[src/rtl/bank_sel_pkg.sv]
package bank_sel_pkg;
  typedef struct packed {
    logic eprom_rd;
    logic sram_rd;
    logic sram_wr;
  } access_t;
endpackage

[src/rtl/bank_sel_reg.sv]
module bank_sel_reg #(
  parameter int          HI_W    = 8,
  parameter int          DATA_W  = 8,
  parameter logic [7:0]  PORT_HI = 8'hDF
) (
  input  logic              clk_i,
  input  logic              rst_ni,
  input  logic [HI_W-1:0]   addr_hi_i,
  input  logic [DATA_W-1:0] data_i,
  input  logic              iorq_ni,
  input  logic              wr_ni,
  output logic [DATA_W-1:0] bank_o
);
  logic              hit_now;
  logic              pend_q;
  logic [DATA_W-1:0] data_q;
  logic [DATA_W-1:0] bank_q;

  assign hit_now = !iorq_ni && !wr_ni && (addr_hi_i == HI_W'(PORT_HI));

  // commit on the first sample after the write strobe is released
  always_ff @(posedge clk_i or negedge rst_ni) begin
    if (!rst_ni) begin
      pend_q <= 1'b0;
      data_q <= '0;
      bank_q <= '0;
    end else begin
      if (pend_q && wr_ni) bank_q <= data_q;
      pend_q <= hit_now;
      if (hit_now) data_q <= data_i;
    end
  end

  assign bank_o = bank_q;

  AST_BANK_HOLD: assert property (@(posedge clk_i) disable iff (!rst_ni)
    !(pend_q && wr_ni) |=> $stable(bank_q)) else $error("bank changed without port write");
endmodule

[src/rtl/bank_sel_match.sv]
module bank_sel_match #(
  parameter int DATA_W = 8,
  parameter int NIB_W  = 4
) (
  input  logic [DATA_W-1:0] bank_i,
  input  logic [DATA_W-1:0] eprom_bank_i,
  input  logic [NIB_W-1:0]  sram_rd_bank_i,
  input  logic [NIB_W-1:0]  sram_wr_bank_i,
  output logic              eprom_hit_o,
  output logic              sram_rd_hit_o,
  output logic              sram_wr_hit_o
);
  logic [DATA_W-1:0] eq_full;
  logic [NIB_W-1:0]  eq_rd;
  logic [NIB_W-1:0]  eq_wr;

  for (genvar i = 0; i < DATA_W; i++) begin : g_full
    assign eq_full[i] = bank_i[i] ~^ eprom_bank_i[i];
  end
  for (genvar i = 0; i < NIB_W; i++) begin : g_nib
    assign eq_rd[i] = bank_i[i] ~^ sram_rd_bank_i[i];
    assign eq_wr[i] = bank_i[i] ~^ sram_wr_bank_i[i];
  end

  assign eprom_hit_o   = &eq_full;
  assign sram_rd_hit_o = &eq_rd;
  assign sram_wr_hit_o = &eq_wr;
endmodule

[src/rtl/bank_sel_access.sv]
module bank_sel_access
  import bank_sel_pkg::*;
(
  input  logic    win_i,
  input  logic    mreq_ni,
  input  logic    rd_ni,
  input  logic    wr_ni,
  input  logic    romen_ni,
  input  logic    eprom_hit_i,
  input  logic    sram_rd_hit_i,
  input  logic    sram_wr_hit_i,
  output access_t acc_o
);
  logic mem_cyc;
  logic rd_cyc;

  assign mem_cyc = win_i && !mreq_ni;
  assign rd_cyc  = mem_cyc && !rd_ni && !romen_ni;

  always_comb begin
    acc_o.eprom_rd = rd_cyc && eprom_hit_i;
    acc_o.sram_rd  = rd_cyc && sram_rd_hit_i && !eprom_hit_i;
    acc_o.sram_wr  = mem_cyc && !wr_ni && sram_wr_hit_i;
  end
endmodule

[src/rtl/bank_sel_top.sv]
module bank_sel_top
  import bank_sel_pkg::*;
#(
  parameter int         ADDR_W  = 16,
  parameter int         DATA_W  = 8,
  parameter int         NIB_W   = 4,
  parameter int         WIN_W   = 2,
  parameter logic [7:0] PORT_HI = 8'hDF
) (
  input  logic              clk_i,
  input  logic              rst_ni,
  input  logic [ADDR_W-1:0] addr_i,
  input  logic [DATA_W-1:0] data_i,
  input  logic              iorq_ni,
  input  logic              mreq_ni,
  input  logic              rd_ni,
  input  logic              wr_ni,
  input  logic              romen_ni,
  input  logic [DATA_W-1:0] eprom_bank_i,
  input  logic [NIB_W-1:0]  sram_rd_bank_i,
  input  logic [NIB_W-1:0]  sram_wr_bank_i,
  output logic              eprom_ce_no,
  output logic              sram_ce_no,
  output logic              sram_we_no,
  output logic              bus_drive_o,
  output logic              rom_dis_o
);
  localparam int HI_W = ADDR_W / 2;

  logic [DATA_W-1:0] bank;
  logic              win;
  logic              e_hit, r_hit, w_hit;
  access_t           acc;
  logic              unused_lo;

  assign unused_lo = ^addr_i[HI_W-1:0];
  assign win       = &addr_i[ADDR_W-1 -: WIN_W];

  bank_sel_reg #(.HI_W(HI_W), .DATA_W(DATA_W), .PORT_HI(PORT_HI)) u_reg (
    .clk_i, .rst_ni,
    .addr_hi_i (addr_i[ADDR_W-1 -: HI_W]),
    .data_i, .iorq_ni, .wr_ni,
    .bank_o    (bank)
  );

  bank_sel_match #(.DATA_W(DATA_W), .NIB_W(NIB_W)) u_match (
    .bank_i (bank), .eprom_bank_i, .sram_rd_bank_i, .sram_wr_bank_i,
    .eprom_hit_o (e_hit), .sram_rd_hit_o (r_hit), .sram_wr_hit_o (w_hit)
  );

  bank_sel_access u_acc (
    .win_i (win), .mreq_ni, .rd_ni, .wr_ni, .romen_ni,
    .eprom_hit_i (e_hit), .sram_rd_hit_i (r_hit), .sram_wr_hit_i (w_hit),
    .acc_o (acc)
  );

  assign eprom_ce_no = !acc.eprom_rd;
  assign sram_ce_no  = !(acc.sram_rd || acc.sram_wr);
  assign sram_we_no  = !acc.sram_wr;
  assign bus_drive_o = acc.eprom_rd || acc.sram_rd;
  assign rom_dis_o   = acc.eprom_rd || acc.sram_rd;

  AST_SINGLE_SOURCE: assert property (@(posedge clk_i) disable iff (!rst_ni)
    !(!eprom_ce_no && !sram_ce_no)) else $error("both memories enabled");
  AST_WE_WITH_CE: assert property (@(posedge clk_i) disable iff (!rst_ni)
    !sram_we_no |-> (!sram_ce_no && !bus_drive_o)) else $error("write without ce");
  AST_DRIVE_NEEDS_ROMEN: assert property (@(posedge clk_i) disable iff (!rst_ni)
    bus_drive_o |-> (!romen_ni && !rd_ni && !mreq_ni)) else $error("drive outside read");
  AST_WIN_ONLY: assert property (@(posedge clk_i) disable iff (!rst_ni)
    (!eprom_ce_no || !sram_ce_no) |-> (addr_i[ADDR_W-1 -: WIN_W] == '1 && !mreq_ni))
    else $error("enable outside window");
endmodule

[config.mk]
export PLATFORM = sky130hd
export DESIGN_NAME = bank_sel_top
export DESIGN_NICKNAME = d
export VERILOG_FILES = /design/src/rtl/bank_sel_pkg.sv /design/src/rtl/bank_sel_reg.sv /design/src/rtl/bank_sel_match.sv /design/src/rtl/bank_sel_access.sv /design/src/rtl/bank_sel_top.sv
export SDC_FILE = /design/constraint.sdc
export NUM_CORES = 1
export LEC_CHECK = 0
export BUFFER_PORTS_ARGS = -buffer_cell sky130_fd_sc_hd__clkbuf_2
export CORE_MARGIN = 2
export CORE_UTILIZATION = 48
export CTS_BUF_LIST = sky130_fd_sc_hd__clkbuf_8
export DETAILED_ROUTE_END_ITERATION = 16
export PLACE_DENSITY = 0.86
export SYNTH_ARGS = -nofsm -noshare
export SYNTH_HDL_FRONTEND = slang
export SYNTH_HIERARCHICAL = 1
export SYNTH_SLANG_ARGS = --single-unit
[constraint.sdc]
create_clock -name clk_i -period 4.4 [get_ports clk_i]
set_clock_uncertainty 0.15 [all_clocks]
set_input_delay 0.88 -clock clk_i [delete_from_list [all_inputs] [get_ports clk_i]]
set_output_delay 0.88 -clock clk_i [all_outputs]
set_load 0.02 [all_outputs]
==> metrics, run 1 <==
Die H around 47 um; Mapped Area approximately 900 um^2; setup TNS 0 ns; Final min period approximately 3.1 ns; initial drt markers 0; critical path startpoint category primary input; Avg Synthesized Cell Area 12.9 um^2; CTS clk-pin slew, worst paths 0.06 ns; final wirelength 1.70 mm; full die area around 0.0022 mm^2; P&R area growth vs syn 30.2%; final setup fails 0; Finished Cell Area ~0.0012 mm^2; initial antenna violation count 0; Final Hold Viols 0; CTS Buffer Depth 2; GRT Total Usage 18.3%; global-route wire length before repair 2.79 mm; antenna viol nets, final 0; slowest library cell on the worst path or4b_1; crit-path cells clkbuf_2 > and2_1 > or4b_1 > nor3b_2 > or2_1 > clkbuf_2; Die W 47.4 um; CTS Hold Bufs 0; drt drc 0; Syn Nets 117; worst setup margin between 1 and 1.5 ns; initial core utilization 51.8%; proportion of layout cells with a drive suffix above 1 between 50 and 60%; CP peak stage delay 0.48 ns; io pins between 50 and 60; register area share after synthesis 47.0%; Least-Margin Pin Slew 0.418 ns; CP required 3.37 ns; dpl cell area 0.00113 mm^2; most common cell after layout, fill and taps aside clkbuf_2; Power Density 255 mW/mm^2; Row Count 15; f_max 323 MHz; Hold Crit Class reg -> reg; CTS Root Cell clkbuf_8; crit path max fanout 2; max-slew violations 0; Cells after Synth 70; core area 0.00175 mm^2; nets@finish 163; max_cap viols 0; Clk Latency, worst-skew pair 0.24 ns; yosys warns 6; Antenna Cells 0; largest cells by area after synthesis dfrtp_1, mux2_2, xnor2_1; crit path DAT 2.07 ns; outcome finished, final reports clean; clk sinks 17; routed vias 677; TritonCTS clock tree yes; post-synth top area cell dfrtp_1; unrepaired setup endpoints after global routing false; Crit path top cell by count clkbuf_2; Distinct cells, synth 18; post-synthesis register bit count 17; IR drop worst, VDD 0.000235 V; DR pass1 iterations 1; top-area cell type share of the netlist area between 40% and 50%; H-tree depth 1; PostCTS Resize Cnt 0; wire per inst 12.2 um; vias per cell around 4.8; port bufs 43; static leakage 0.000624 uW; slew margin rel. 72.1%; Crit. End Element output pin; vias in the first global route 691; worst slack at placement 1.29 ns; largest net degree at the start of global routing 18; Post CTS Setup Buffer Count 0; global route overflow 0; TritonCTS Buffers 3; R2R Setup Slk 3.12 ns; fin crit share 70.4%; commonest cells after routing, fill and taps aside clkbuf_2, dfrtp_1, mux2_2; gpl congestion 0.702; critical path type in -> out
-- per-stage QoR --
step | power (uW) | util, % | hold slack, ns | instances
final | 300 | 67.5 | 0.357 | 140
after global placement | 194 | 64.9 | 0.336 | 136
after detailed placement | 195 | 64.9 | 0.347 | 136
after global routing | 316 | 67.5 | 0.379 | 140
after floorplan | 173 | - | 0.327 | 70
after CTS | 305 | 67.5 | 0.361 | 140
-- kinds of logic (layout without fill, tap and decap cells) --
group,after synthesis,count (layout),share of synthesized area (%)
multiplexers,16,16,19.9
AND/OR/NAND/NOR,16,16,14.2
buffers and inverters,5,50,3.32
XOR/XNOR,16,16,15.5
flip-flops,17,17,47.0
-- metal layers --
layer	part of all wire [%]	track usage (%)	vias to the layer above
li1	-	-	332
met1	39	21.5	324
met2	56	33.2	19
met3	4.6	3.40	2
met4	0.47	6.67	0
met5	0	0	-
-- worst paths after layout --
path                                 start               to  depth (start not counted)
min reg2reg                u_reg/data_q[2]  u_reg/bank_o[2]                          1
max                             addr_i[14]      bus_drive_o                          6
min                        u_reg/data_q[2]  u_reg/bank_o[2]                          1
max in group asynchronous           rst_ni  u_reg/bank_o[6]                          1
max reg2reg                   u_reg/pend_q  u_reg/bank_o[4]                          2
min in group asynchronous           rst_ni  u_reg/bank_o[7]                          1
-- flip-flops by register name (all words and copies together), names as in the netlist --
| name | count |
|---|---|
| u_reg/bank_o | 8 |
| u_reg/data_q | 8 |
| u_reg/pend_q | 1 |
-- area by class of cell --
cell class	count	area, um^2
clock buffers	3	41.3
well taps	25	31.3
inverters	3	11.3
flip-flops and latches	17	425
fillers	146	568
multi-input cells	48	449
clock inverters	1	3.75
repair buffers	43	215
-- worst max-delay path: cells and delay by family --
family | cells | cell delay, ns
and+or+nand+nor | 4 | 0.94
buffers and inverters | 2 | 0.24
-- power by group --
part | internal [uW] | total, uW | switching [uW]
logic | 19.2 | 32.2 | 12.9
clock network | 61.7 | 108 | 46.7
registers | 158 | 159 | 0.997
total | 239 | 300 | 60.6
-- synthesized netlist by cell type --
cell type,number
dfrtp_1,17
nand4_1,3
nand2_1,1
xor2_1,8
mux2_2,16
and4bb_1,1
buf_4,1
inv_1,3
nor2_1,3
and4bb_2,1
nor3b_2,1
or2_1,1
nor4_2,2
buf_6,1
nor4bb_1,1
and2_1,1
xnor2_1,8
or4b_1,1
(Power assumes the default switching activity.)
==> inputs of run 2 (changes only) <==
Settings changed: CORE_UTILIZATION 48 to 45, PLACE_DENSITY 0.86 to 0.82.
Clock period 4.4 ns to 2.9 ns, I/O delays scaled along.
==> metrics, run 2 (synthesis results as in run 1) <==
outcome finished, final reports clean; setup TNS 0 ns (unchanged); slowest library cell on the worst path or4b_1; H-tree depth 1 (unchanged); initial drt markers 1 (+1); P&R area growth vs syn 30.4%; max-slew violations 0 (unchanged); unrepaired setup endpoints after global routing false; Sw Ratio 20.9% (+0.67 points); vias in the first global route 736 (+6.5%); Die H 48.8 um (+3.0%); final wirelength 1.80 mm (+5.5%); global-route wire length before repair 3.00 mm (+7.4%); slew margin rel. 72.0% (-0.087 points); TritonCTS clock tree yes; Post CTS Setup Buffer Count 0 (unchanged); critical path startpoint category primary input; Final Hold Viols 0 (unchanged); Finished Cell Area 0.00118 mm^2 (+0.21%); proportion of layout cells with a drive suffix above 1 57.4% (unchanged); CP peak stage delay 0.48 ns (about the same); Power Density 389 mW/mm^2 (+53%); Gate power share 10.7% (about the same); TritonCTS Buffers 3 (unchanged); drt drc 0 (unchanged); Antenna Cells 0 (unchanged); Psw 95.9 uW (+58%); clk sinks 17 (unchanged); largest net degree at the start of global routing 18 (unchanged); CTS Buffer Depth 2 (unchanged); full die area 0.00238 mm^2 (+6.1%); port bufs 43 (unchanged); PostCTS Resize Cnt 0 (unchanged); static leakage 0.000624 uW (unchanged); P_int 363 uW (+52%); wire per inst 12.7 um (+4.0%); crit path max fanout 2 (unchanged); CP required 2.17 ns (-1.20 ns); initial antenna violation count 0 (unchanged); clock share of power 36.7% (+0.6 points); met3 Usage GRT 1.84% (-1.6 points); busiest layer in global routing met2; vias per cell 4.93 (+1.9%); global route overflow 0 (unchanged); CTS Hold Bufs 0 (unchanged); commonest cells after routing, fill and taps aside clkbuf_2, dfrtp_1, mux2_2; R2R cell count 2 (unchanged); met2 usage 32.2% (-1.1 points); Reg power frac 52.7% (-0.4 points); routed vias 700 (+3.4%); initial core utilization 47.1% (-4.8 points); Die W 48.8 um (+3.0%); most common cell after layout, fill and taps aside clkbuf_2; Crit. End Element output pin; Hold WS 0.100 ns (-0.257 ns); Least-Margin Pin Slew 0.420 ns (+0.00130 ns); gpl congestion 0.657 (-6.5%); DR pass1 iterations 2 (+1); dpl cell area 0.00113 mm^2 (+0.22%); f_max 395 MHz; final setup fails 0 (unchanged); crit-path cells clkbuf_2 > and2_1 > or4b_1 > nor3b_2 > or2_1 > clkbuf_2; io pins 52 (unchanged); max_cap viols 0 (unchanged); Row Count 16 (+1); antenna viol nets, final 0 (unchanged); nets@finish 163 (unchanged); met1 usage 17.3% (-4.2 points); fin crit share around 87%; IR drop worst, VDD 0.000323 V (+37%); Final min period roughly 2.5 ns; Hold Crit Class in -> async; core area 0.00192 mm^2 (+10%); critical path type in -> out; Clk Latency, worst-skew pair 0.25 ns (about the same); CTS Root Cell clkbuf_8; CTS clk-pin slew, worst paths 0.06 ns (about the same); GRT Total Usage 16.2% (-2.1 points); Crit path top cell by count clkbuf_2; crit path DAT 1.80 ns (-0.27 ns)
## run 2: final timing paths
check,slack [ns],from,to
worst max register to register,1.60,u_reg/pend_q,u_reg/bank_o[5]
worst min-delay path,0.1,rst_ni,u_reg/data_q[7]
worst max-delay path,0.37,addr_i[14],bus_drive_o
worst min register to register,0.35,u_reg/data_q[7],u_reg/bank_o[7]
max in group asynchronous,2.21,rst_ni,u_reg/bank_o[5]
min in group clk_i,0.35,u_reg/data_q[7],u_reg/bank_o[7]
## run 2: metal layers
metal  vias to the layer above  routed length (um)
li1                        334                   -
met1                       347                 696
met2                        17                1020
met3                         2                  66
met4                         0                  12
met5                         -                   0
## run 2: critical path: cells and delay by family
kind / cells / cell delay [ns]
buffers and inverters: 2 / 0.26
and+or+nand+nor: 4 / 0.97
## run 2: cell type report
type,count,area [um^2]
clock buffer,3,41.3
sequential,17,425
fill,173,742
clock inverter,1,3.75
multi-input combinational,48,449
tap,27,33.8
inverter,3,11.3
timing repair buffer,43,215
## run 2: power by group through the flow
stage          combinational (uW)  clock [uW]  sequential (uW)
6_report                     49.0         168              242
5_1_grt                      55.0         188              242
4_1_cts                      50.0         178              242
3_5_place_dp                 49.7           0              246
3_3_place_gp                 47.8           0              246
2_1_floorplan                16.2           0              246
## run 2: through the flow
stage          utilization [%]  cells  setup WS, ns  total power (uW)
3_5_place_dp              59.0    138         0.379               296
6_report                  61.4    142         0.371               459
3_3_place_gp              59.0    138         0.406               294
2_1_floorplan                -     70         0.419               262
5_1_grt                   61.4    142         0.301               485
4_1_cts                   61.4    142         0.377               469
